$ cat src/rtl/lintv_pkg.sv
package lintv_pkg;
    localparam int REG_W    = 32;
    localparam int VEC_W    = 8;
    localparam int TYPE_W   = 4;
    localparam int TYPE_LSB = 8;
    localparam int PEND_BIT = 12;
    localparam int POL_BIT  = 13;
    localparam int ACK_BIT  = 14;
    localparam int TRIG_BIT = 15;
    localparam int MASK_BIT = 16;

    localparam logic [TYPE_W-1:0] TYPE_NMI = 4'b0100;

    typedef enum logic {TRIG_EDGE = 1'b0, TRIG_LEVEL = 1'b1} trig_e;

    typedef struct packed {
        logic              mask;
        trig_e             trig;
        logic              active_low;
        logic [TYPE_W-1:0] dtype;
        logic [VEC_W-1:0]  vector;
    } cfg_t;

    localparam cfg_t CFG_RESET = '{mask: 1'b1, trig: TRIG_EDGE,
                                   active_low: 1'b0, dtype: '0, vector: '0};

    function automatic cfg_t word_to_cfg(input logic [REG_W-1:0] w);
        cfg_t c;
        c.vector     = w[VEC_W-1:0];
        c.dtype      = w[TYPE_LSB +: TYPE_W];
        c.active_low = w[POL_BIT];
        c.trig       = trig_e'(w[TRIG_BIT]);
        c.mask       = w[MASK_BIT];
        return c;
    endfunction

    function automatic logic [REG_W-1:0] cfg_to_word(input cfg_t c, input logic pend,
                                                     input logic ack);
        logic [REG_W-1:0] w;
        w                      = '0;
        w[VEC_W-1:0]           = c.vector;
        w[TYPE_LSB +: TYPE_W]  = c.dtype;
        w[PEND_BIT]            = pend;
        w[POL_BIT]             = c.active_low;
        w[ACK_BIT]             = ack;
        w[TRIG_BIT]            = c.trig;
        w[MASK_BIT]            = c.mask;
        return w;
    endfunction

    function automatic logic unmaskable(input logic [TYPE_W-1:0] t);
        return t == TYPE_NMI;
    endfunction
endpackage

$ cat src/rtl/lintv_pin_sync.sv
module lintv_pin_sync #(
    parameter int STAGES = 2
) (
    input  logic clk,
    input  logic rst,
    input  logic pin,
    input  logic active_low,
    output logic active,
    output logic rise
);
    localparam int LAST = STAGES - 1;

    logic [STAGES-1:0] shreg;
    logic              prev_raw;

    generate
        if (STAGES == 1) begin : g_single
            always_ff @(posedge clk) begin
                if (rst) shreg <= '0;
                else     shreg <= pin;
            end
        end else begin : g_chain
            always_ff @(posedge clk) begin
                if (rst) shreg <= '0;
                else     shreg <= {shreg[STAGES-2:0], pin};
            end
        end
    endgenerate

    always_ff @(posedge clk) begin
        if (rst) prev_raw <= 1'b0;
        else     prev_raw <= shreg[LAST];
    end

    // Previous level is judged with the current polarity, so a polarity
    // change alone cannot look like a transition.
    assign active = shreg[LAST] ^ active_low;
    assign rise   = active & ~(prev_raw ^ active_low);

    // a detected edge lasts one cycle only
    p_rise_single_r4: assert property (@(posedge clk) disable iff (rst)
        rise |=> !rise);
endmodule

$ cat src/rtl/lintv_cfg_reg.sv
module lintv_cfg_reg
    import lintv_pkg::*;
(
    input  logic             clk,
    input  logic             rst,
    input  logic             we,
    input  logic [REG_W-1:0] wdata,
    output cfg_t             cfg
);
    always_ff @(posedge clk) begin
        if (rst)     cfg <= CFG_RESET;
        else if (we) cfg <= word_to_cfg(wdata);
    end

    // a write lands in the stored fields on the next edge
    p_write_store_r1: assert property (@(posedge clk) disable iff (rst)
        we |=> (cfg.vector == $past(wdata[VEC_W-1:0]))
            && (cfg.dtype == $past(wdata[TYPE_LSB +: TYPE_W]))
            && (cfg.mask == $past(wdata[MASK_BIT])));

    // without a write the configuration holds
    p_cfg_hold_r1: assert property (@(posedge clk) disable iff (rst)
        !we |=> $stable(cfg));
endmodule

$ cat src/rtl/lintv_pend_ctrl.sv
module lintv_pend_ctrl
    import lintv_pkg::*;
(
    input  logic clk,
    input  logic rst,
    input  cfg_t cfg,
    input  logic active,
    input  logic rise,
    input  logic ready,
    input  logic eoi,
    output logic valid,
    output logic pend,
    output logic ack
);
    logic level_mode;
    logic accept;
    logic set_req;

    assign level_mode = (cfg.trig == TRIG_LEVEL);
    assign valid      = pend & (~cfg.mask | unmaskable(cfg.dtype));
    assign accept     = valid & ready;
    assign set_req    = level_mode ? (active & ~ack & ~accept) : rise;

    always_ff @(posedge clk) begin
        if (rst) begin
            pend <= 1'b0;
            ack  <= 1'b0;
        end else begin
            pend <= set_req | (pend & ~accept);
            if (accept && level_mode) ack <= 1'b1;
            else if (eoi)             ack <= 1'b0;
        end
    end

    // a masked ordinary type is never offered
    p_mask_block_r8: assert property (@(posedge clk) disable iff (rst)
        (cfg.mask && !unmaskable(cfg.dtype)) |-> !valid);

    // acceptance without a coinciding edge clears pending
    p_accept_clear_r5: assert property (@(posedge clk) disable iff (rst)
        (valid && ready && !(rise && !level_mode)) |=> !pend);

    // level acceptance sets acknowledge
    p_ack_set_r6: assert property (@(posedge clk) disable iff (rst)
        (valid && ready && level_mode) |=> ack);

    // end-of-interrupt without acceptance clears acknowledge
    p_eoi_clear_r7: assert property (@(posedge clk) disable iff (rst)
        (eoi && !(valid && ready && level_mode)) |=> !ack);
endmodule

$ cat src/rtl/lint_channel.sv
module lint_channel
    import lintv_pkg::*;
#(
    parameter int SYNC_STAGES = 2
) (
    input  logic              clk,
    input  logic              rst,
    input  logic              cfg_we,
    input  logic [31:0]       cfg_wdata,
    output logic [31:0]       cfg_rdata,
    input  logic              irq_pin,
    input  logic              eoi_pulse,
    output logic              dlv_valid,
    input  logic              dlv_ready,
    output logic [7:0]        dlv_vector,
    output logic [3:0]        dlv_type
);
    cfg_t cfg;
    logic active;
    logic rise;
    logic pend;
    logic ack;

    lintv_cfg_reg u_cfg (
        .clk   (clk),
        .rst   (rst),
        .we    (cfg_we),
        .wdata (cfg_wdata),
        .cfg   (cfg)
    );

    lintv_pin_sync #(.STAGES(SYNC_STAGES)) u_sync (
        .clk        (clk),
        .rst        (rst),
        .pin        (irq_pin),
        .active_low (cfg.active_low),
        .active     (active),
        .rise       (rise)
    );

    lintv_pend_ctrl u_pend (
        .clk    (clk),
        .rst    (rst),
        .cfg    (cfg),
        .active (active),
        .rise   (rise),
        .ready  (dlv_ready),
        .eoi    (eoi_pulse),
        .valid  (dlv_valid),
        .pend   (pend),
        .ack    (ack)
    );

    assign cfg_rdata  = cfg_to_word(cfg, pend, ack);
    assign dlv_vector = cfg.vector;
    assign dlv_type   = cfg.dtype;

    // unused upper bits never read as one
    p_reserved_zero_r3: assert property (@(posedge clk) disable iff (rst)
        cfg_rdata[31:17] == '0);

    // a pending non-maskable type is offered regardless of mask
    p_nmi_offer_r9: assert property (@(posedge clk) disable iff (rst)
        (cfg_rdata[12] && dlv_type == 4'b0100) |-> dlv_valid);
endmodule

$ cat config.mk
export PLATFORM = sky130hd
export DESIGN_NAME = lint_channel
export DESIGN_NICKNAME = d
export VERILOG_FILES = /design/src/rtl/lintv_pkg.sv /design/src/rtl/lintv_pin_sync.sv /design/src/rtl/lintv_cfg_reg.sv /design/src/rtl/lintv_pend_ctrl.sv /design/src/rtl/lint_channel.sv
export SDC_FILE = /design/constraint.sdc
export NUM_CORES = 1
export LEC_CHECK = 0
export BUFFER_PORTS_ARGS = -buffer_cell sky130_fd_sc_hd__buf_2
export CAP_MARGIN = 20
export CELL_PAD_IN_SITES_DETAIL_PLACEMENT = 1
export CELL_PAD_IN_SITES_GLOBAL_PLACEMENT = 1
export CORE_ASPECT_RATIO = 1.5
export CORE_MARGIN = 4
export CORE_UTILIZATION = 23
export CTS_CLUSTER_DIAMETER = 120
export DETAILED_ROUTE_END_ITERATION = 8
export PLACE_DENSITY_LB_ADDON = 0.1
export SYNTH_ARGS = -nofsm -noshare
export SYNTH_HDL_FRONTEND = slang
export SYNTH_SLANG_ARGS = --single-unit
$ cat constraint.sdc
create_clock -name clk -period 1.2 [get_ports clk]
set_input_delay 0.18 -clock clk [delete_from_list [all_inputs] [get_ports clk]]
set_output_delay 0.18 -clock clk [all_outputs]
set_load 0.01 [all_outputs]
After elaboration in Yosys (flattened, before gate mapping)
Cells that the tools add are included.
- reductions and logical operators: 2
- eq/ne operators: 1
- multiplexer cells: 3
- bitwise gates (word level): 14
- operator list (kind ; number):
    bitwise AND 1 bit ; 6
    equality test 4 x 3 -> 1 bit (second input constant) ; 1
    NOT 1 bit ; 4
    2-to-1 mux 1 bit ; 3
    bitwise OR 1 bit ; 2
    nonzero test 2 bit ; 1
    XOR 1 bit ; 2
    logical AND 1 bit ; 1
- input port bits: 38
- output and inout bits: 45
- word-level logic and storage cells: 29
- bits in registers: 20

Depth between registers and ports, before layout
- depth in word-level cells: 8
- mapped depth: 4
- mapped depth without buffers: 4

Modules after synthesis
A second synthesis with hierarchy kept.
- cell total of the unflattened synthesis: 101
- area, all modules: 997.2 sq um
- modules (own cells, without submodules) (module ; area an instance (sq um) ; cells an instance ; seq. area each (sq um) ; instances):
    lintv_cfg_reg ; 544.3 ; 48 ; 300.3 ; 1
    lint_channel ; 221.5 ; 30 ; 0.0 ; 1
    lintv_pend_ctrl ; 121.4 ; 13 ; 40.0 ; 1
    lintv_pin_sync ; 110.1 ; 10 ; 60.1 ; 1

Worst setup path before layout
No wires, ideal clock.
- path type: flip-flop to flip-flop
- start: register u_cfg.cfg[11] (netlist name)
- end: register u_pend.pend
- setup time: 128 ps
- period minus slack after synthesis: 1337 ps
- slack: -137 ps
- path buffers: 0
- cell stages (with the launch flop): 5
- data required time: 1072 ps
- arrival time: 1210 ps
- cell sequence: dfxtp_1 or4b_4 a21oi_2 o22a_1 nor2_1
- cells in the longest elaborated chain, start to end: 8
- elaborated cells between the ends (all ways): 9
- classes of those cells: eq/ne (1); mux (1); bitwise (7)
- RTL lines (what ; RTL line ; text):
    equality test 4 x 3 -> 1 bit * ; lintv_pkg.sv:52 ; return t == TYPE_NMI;
    bitwise OR 1 bit * ; lintv_pend_ctrl.sv:20 ; assign valid = pend & (~cfg.mask | unmaskable(cfg.dtype));
    bitwise AND 1 bit * ; lintv_pend_ctrl.sv:20 ;
    bitwise AND 1 bit * ; lintv_pend_ctrl.sv:21 ; assign accept = valid & ready;
    NOT 1 bit * ; lintv_pend_ctrl.sv:22, lintv_pend_ctrl.sv:29 ;
    bitwise AND 1 bit ; lintv_pend_ctrl.sv:22 ; assign set_req = level_mode ? (active & ~ack & ~accept) : rise;
    2-to-1 mux 1 bit ; lintv_pend_ctrl.sv:22 ;
    bitwise OR 1 bit * ; lintv_pend_ctrl.sv:29 ; pend <= set_req | (pend & ~accept);
    end signal, assigned ; lintv_pend_ctrl.sv:29 ;
    end, declared ; lintv_pend_ctrl.sv:12 ; output logic pend,
Mark *: on every way between the ends. The rest lies on a longest branch, timed or not.
A chain may end at the register's enable or synchronous reset.

Worst setup path after layout
- start: register u_cfg.cfg[9] (netlist name)
- end: output port dlv_valid
- cells in the longest elaborated chain, start to end: 3
- RTL lines (what ; RTL line ; text):
    equality test 4 x 3 -> 1 bit ; lintv_pkg.sv:52 ;
    bitwise OR 1 bit ; lintv_pend_ctrl.sv:20 ;
    bitwise AND 1 bit ; lintv_pend_ctrl.sv:20 ;
    end, declared ; lint_channel.sv:13 ; output logic dlv_valid,
Every way passes these cells.

==> impl_metrics.prom <==
# TYPE chip_impl_metric gauge
chip_impl_metric{name="place.detailed.hpwl",unit="microns"} 1700
chip_impl_metric{name="routed_wirelength",unit="microns"} 2150
chip_impl_metric{name="count_of_antenna_diodes_in_the_layout",unit=""} 0
chip_impl_info{name="failed_checks",value="setup timing"} 1
chip_impl_info{name="crit_type",value="flop to output port"} 1
chip_impl_metric{name="post_synth_num_cell_types",unit=""} 20
chip_impl_metric{name="fmax",unit="MHz"} 647
chip_impl_info{name="endpoint_of_the_lowest_slack_register_to_register_path",value="u_pend.pend"} 1
chip_impl_metric{name="mappedNetlistArea",unit="sq um"} 968
chip_impl_metric{name="io_buffer_count",unit=""} 50
chip_impl_metric{name="post_drt_via_cell_ratio",unit=""} 3.93
chip_impl_metric{name="peak_supply_drop",unit="V"} 0.000513
chip_impl_metric{name="gr-total-overflow",unit=""} 0
chip_impl_info{name="worstHoldEndpoint",value="u_cfg.cfg[14]"} 1
chip_impl_metric{name="place.gp.congestion",unit=""} 0.701
chip_impl_info{name="layout_commonest_cell",value="sky130_fd_sc_hd__buf_2"} 1
chip_impl_metric{name="antenna_found_initial",unit=""} 0
chip_impl_metric{name="clk_pin_slew",unit="ns"} 0.07
chip_impl_metric{name="final_layout_size_suffix_gt1_share",unit="%"} 45.7
chip_impl_info{name="worstHoldStart",value="cfg_wdata[16]"} 1
chip_impl_metric{name="clock_tree.buffer_depth",unit=""} 2
chip_impl_metric{name="clock-skew-final",unit="ns"} 0.000641
chip_impl_info{name="worst_hold_path_type",value="input port to flop"} 1
chip_impl_metric{name="crit_arrival",unit="ns"} 1.37
chip_impl_metric{name="num_vias",unit=""} 727
chip_impl_metric{name="io_pins",unit=""} 83
chip_impl_metric{name="cts_num_sinks",unit=""} 20
chip_impl_metric{name="via_count_of_the_first_global_routing_pass",unit=""} 710
chip_impl_metric{name="period_minus_slack",unit="ns"} 1.55
chip_impl_metric{name="power.leakage",unit="nW"} 0.645
chip_impl_info{name="mostFrequentLayoutCells",value="sky130_fd_sc_hd__buf_2 (50), sky130_fd_sc_hd__nor2_1 (17), sky130_fd_sc_hd__dfxtp_1 (17)"} 1
chip_impl_metric{name="finalWorstSetupSlack",unit="ns"} -0.345
chip_impl_metric{name="post-route-drc-count",unit=""} 0
chip_impl_metric{name="ctsHoldBuffers",unit=""} 0
chip_impl_metric{name="maxCapViolations",unit=""} 0
chip_impl_info{name="cts_tree",value="yes"} 1
chip_impl_info{name="startpoint_of_the_most_critical_register_to_register_path",value="u_cfg.cfg[9]"} 1
chip_impl_metric{name="global_route.usage.total",unit="%"} 7.98
chip_impl_metric{name="finish.net_count",unit=""} 180
chip_impl_metric{name="synth.yosys.warnings",unit=""} 0
chip_impl_metric{name="netlist_instances",unit=""} 102
chip_impl_metric{name="fin_tns_setup",unit="ns"} -0.813
chip_impl_metric{name="synth.avg_cell_area",unit="sq um"} 9.49
chip_impl_metric{name="final_antenna_net_count",unit=""} 0
chip_impl_metric{name="ys_ff_latch",unit=""} 20
chip_impl_metric{name="cts_htree_levels",unit=""} 1
chip_impl_metric{name="r2r.worst_path.cells",unit=""} 5
chip_impl_info{name="cts_root_buf",value="sky130_fd_sc_hd__clkbuf_8"} 1
chip_impl_metric{name="path_max_fanout",unit=""} 2
chip_impl_metric{name="global_route_wire_length_before_repair",unit="microns"} 3250
chip_impl_metric{name="grt_max_degree",unit=""} 21
chip_impl_info{name="cp-end-kind",value="output port"} 1
chip_impl_metric{name="cts_inserted_buffers",unit=""} 3
chip_impl_metric{name="fp.dieArea",unit="sq um"} 5330
chip_impl_info{name="unrepaired_setup_endpoints_after_global_routing",value="yes"} 1
chip_impl_metric{name="synth_sequential_area_ratio",unit="%"} 41.3
chip_impl_metric{name="power_per_cell_area",unit="nW/um^2"} 1190
chip_impl_metric{name="finalCritPeriodShare",unit="%"} 129
chip_impl_metric{name="reg2reg_slack",unit="ns"} -0.27
chip_impl_metric{name="fp.dieW",unit="microns"} 61.0
chip_impl_metric{name="row_count",unit=""} 28
chip_impl_metric{name="die_height",unit="microns"} 87.5
chip_impl_metric{name="setup_viol",unit=""} 3
chip_impl_metric{name="dpl_ws",unit="ns"} -0.145
chip_impl_metric{name="count_of_pins_over_their_slew_limit",unit=""} 0
chip_impl_metric{name="worstSkewPairLatency",unit="ns"} 0.25
chip_impl_metric{name="dr.first_iter.drc_count",unit=""} 15
chip_impl_metric{name="fill_cells",unit=""} 498
chip_impl_metric{name="routed_wire_length_per_instance",unit="microns"} 11.6
chip_impl_metric{name="drt_pre_antenna_iters",unit=""} 2
chip_impl_info{name="critical_path.startpoint_type",value="flop"} 1
chip_impl_metric{name="final_hold_viol_count",unit=""} 0
chip_impl_metric{name="timing.critical_path.required",unit="ns"} 1.02
chip_impl_metric{name="areaGrowthSynthToFinish",unit="%"} 20.9
chip_impl_metric{name="whs_path_depth",unit=""} 2
chip_impl_metric{name="initial_core_util",unit="%"} 24.2
chip_impl_info{name="run_status",value="finished with violations"} 1
chip_impl_metric{name="multi_input_area",unit="sq um"} 378
chip_impl_metric{name="core_area",unit="sq um"} 3990
chip_impl_metric{name="final-seq-area",unit="sq um"} 404
==> what timing repair did <==
item / CTS / global route
endpoints found under the hold margin: 0 / 0
pin swaps: 2 / 0
buffers inserted: 1 / 0
setup endpoints to repair: 3 / 3
gates resized for setup: 1 / 1
==> worst max-delay path, cell delays in order (launching register included) <==
cell and delay (ns):
sky130_fd_sc_hd__dfxtp_2 0.32, sky130_fd_sc_hd__or4b_4 0.54, sky130_fd_sc_hd__a21boi_2 0.12, sky130_fd_sc_hd__buf_2 0.13
==> kinds of logic (layout without fill, tap and decap cells) <==
logic type	Yosys count	in the layout	synth area share (%)
buffers and inverters	35	59	25.5
and+or+nand+nor	24	24	11.9
DFF	20	20	41.3
muxes	14	14	14.5
AOI/OAI and AO/OA	7	7	5.56
other	1	15	0.387
xor gates and xnor gates	1	1	0.905
==> state kept, by name, summed over array words and instances (netlist names) <==
register and flops:
u_sync.shreg 2, u_pend.pend 1, u_pend.ack 1, u_cfg.cfg 15
u_sync.prev_raw 1
==> power by group <==
part	leakage, nW	internal (W)	switching [W]
clock network	0.0216	0.000223	0.000195
logic	0.457	0.000116	0.000131
registers	0.166	0.000702	0.0000267
total	0.645	0.00104	0.000352
==> synthesized netlist by cell type (all sizes together) <==
cell type	count	area, sq um
mux2i	14	140
a21boi	1	7.51
o22a	1	8.76
and3b	1	8.76
dfxtp	20	400
nor2b	4	25.0
xor2	1	8.76
a21oi	2	13.8
nand2	1	3.75
a211o	1	8.76
conb	1	3.75
clkbuf	2	7.51
inv	1	3.75
a2bb2oi	1	8.76
buf	32	235
or4b	1	13.8
nor2	17	63.8
a31oi	1	6.26
==> cell type report <==
cell class                 count  share of cell area, %
sequential                    20                   34.5
multi-input combinational     61                   32.3
timing repair buffer          55                   24.6
tap                           45                   4.81
clock buffer                   3                   3.53
inverter                       1                  0.321
==> through the flow <==
stage | instance area (sq um) | hold WS, ns | total power, W | instances | util [%]
finish | 1170 | 0.137 | 0.00139 | 185 | 29.3
global route | 1170 | 0.129 | 0.00148 | 185 | 29.3
CTS | 1170 | 0.130 | 0.00143 | 185 | 29.2
detailed placement | 1120 | 0.395 | 0.000992 | 181 | 28.0
global placement | 1120 | 0.395 | 0.000988 | 181 | 28.0
floorplan | 1020 | 0.302 | 0.000950 | 116 | -
==> how the worst max path moves through the flow <==
stage | slack [ns] | from | cells after the start | endpoint
after global routing | -0.40 | u_cfg.cfg[9] | 3 | dlv_valid
final | -0.35 | u_cfg.cfg[9] | 3 | dlv_valid
after floorplan | -0.09 | u_cfg.cfg[11] | 4 | u_pend.pend
after detailed placement | -0.14 | u_cfg.cfg[11] | 4 | u_pend.pend
after CTS | -0.37 | u_cfg.cfg[9] | 3 | dlv_valid
after global placement | -0.12 | u_cfg.cfg[11] | 4 | u_pend.pend
==> per-layer routing <==
| metal | wire length [microns] | global-route usage [%] |
|---|---|---|
| met1 | 807 | 9.66 |
| met2 | 1120 | 13.5 |
| met3 | 202 | 1.63 |
| met4 | 12 | 2.96 |
| met5 | 0 | 0 |
(Power assumes the default switching activity.)
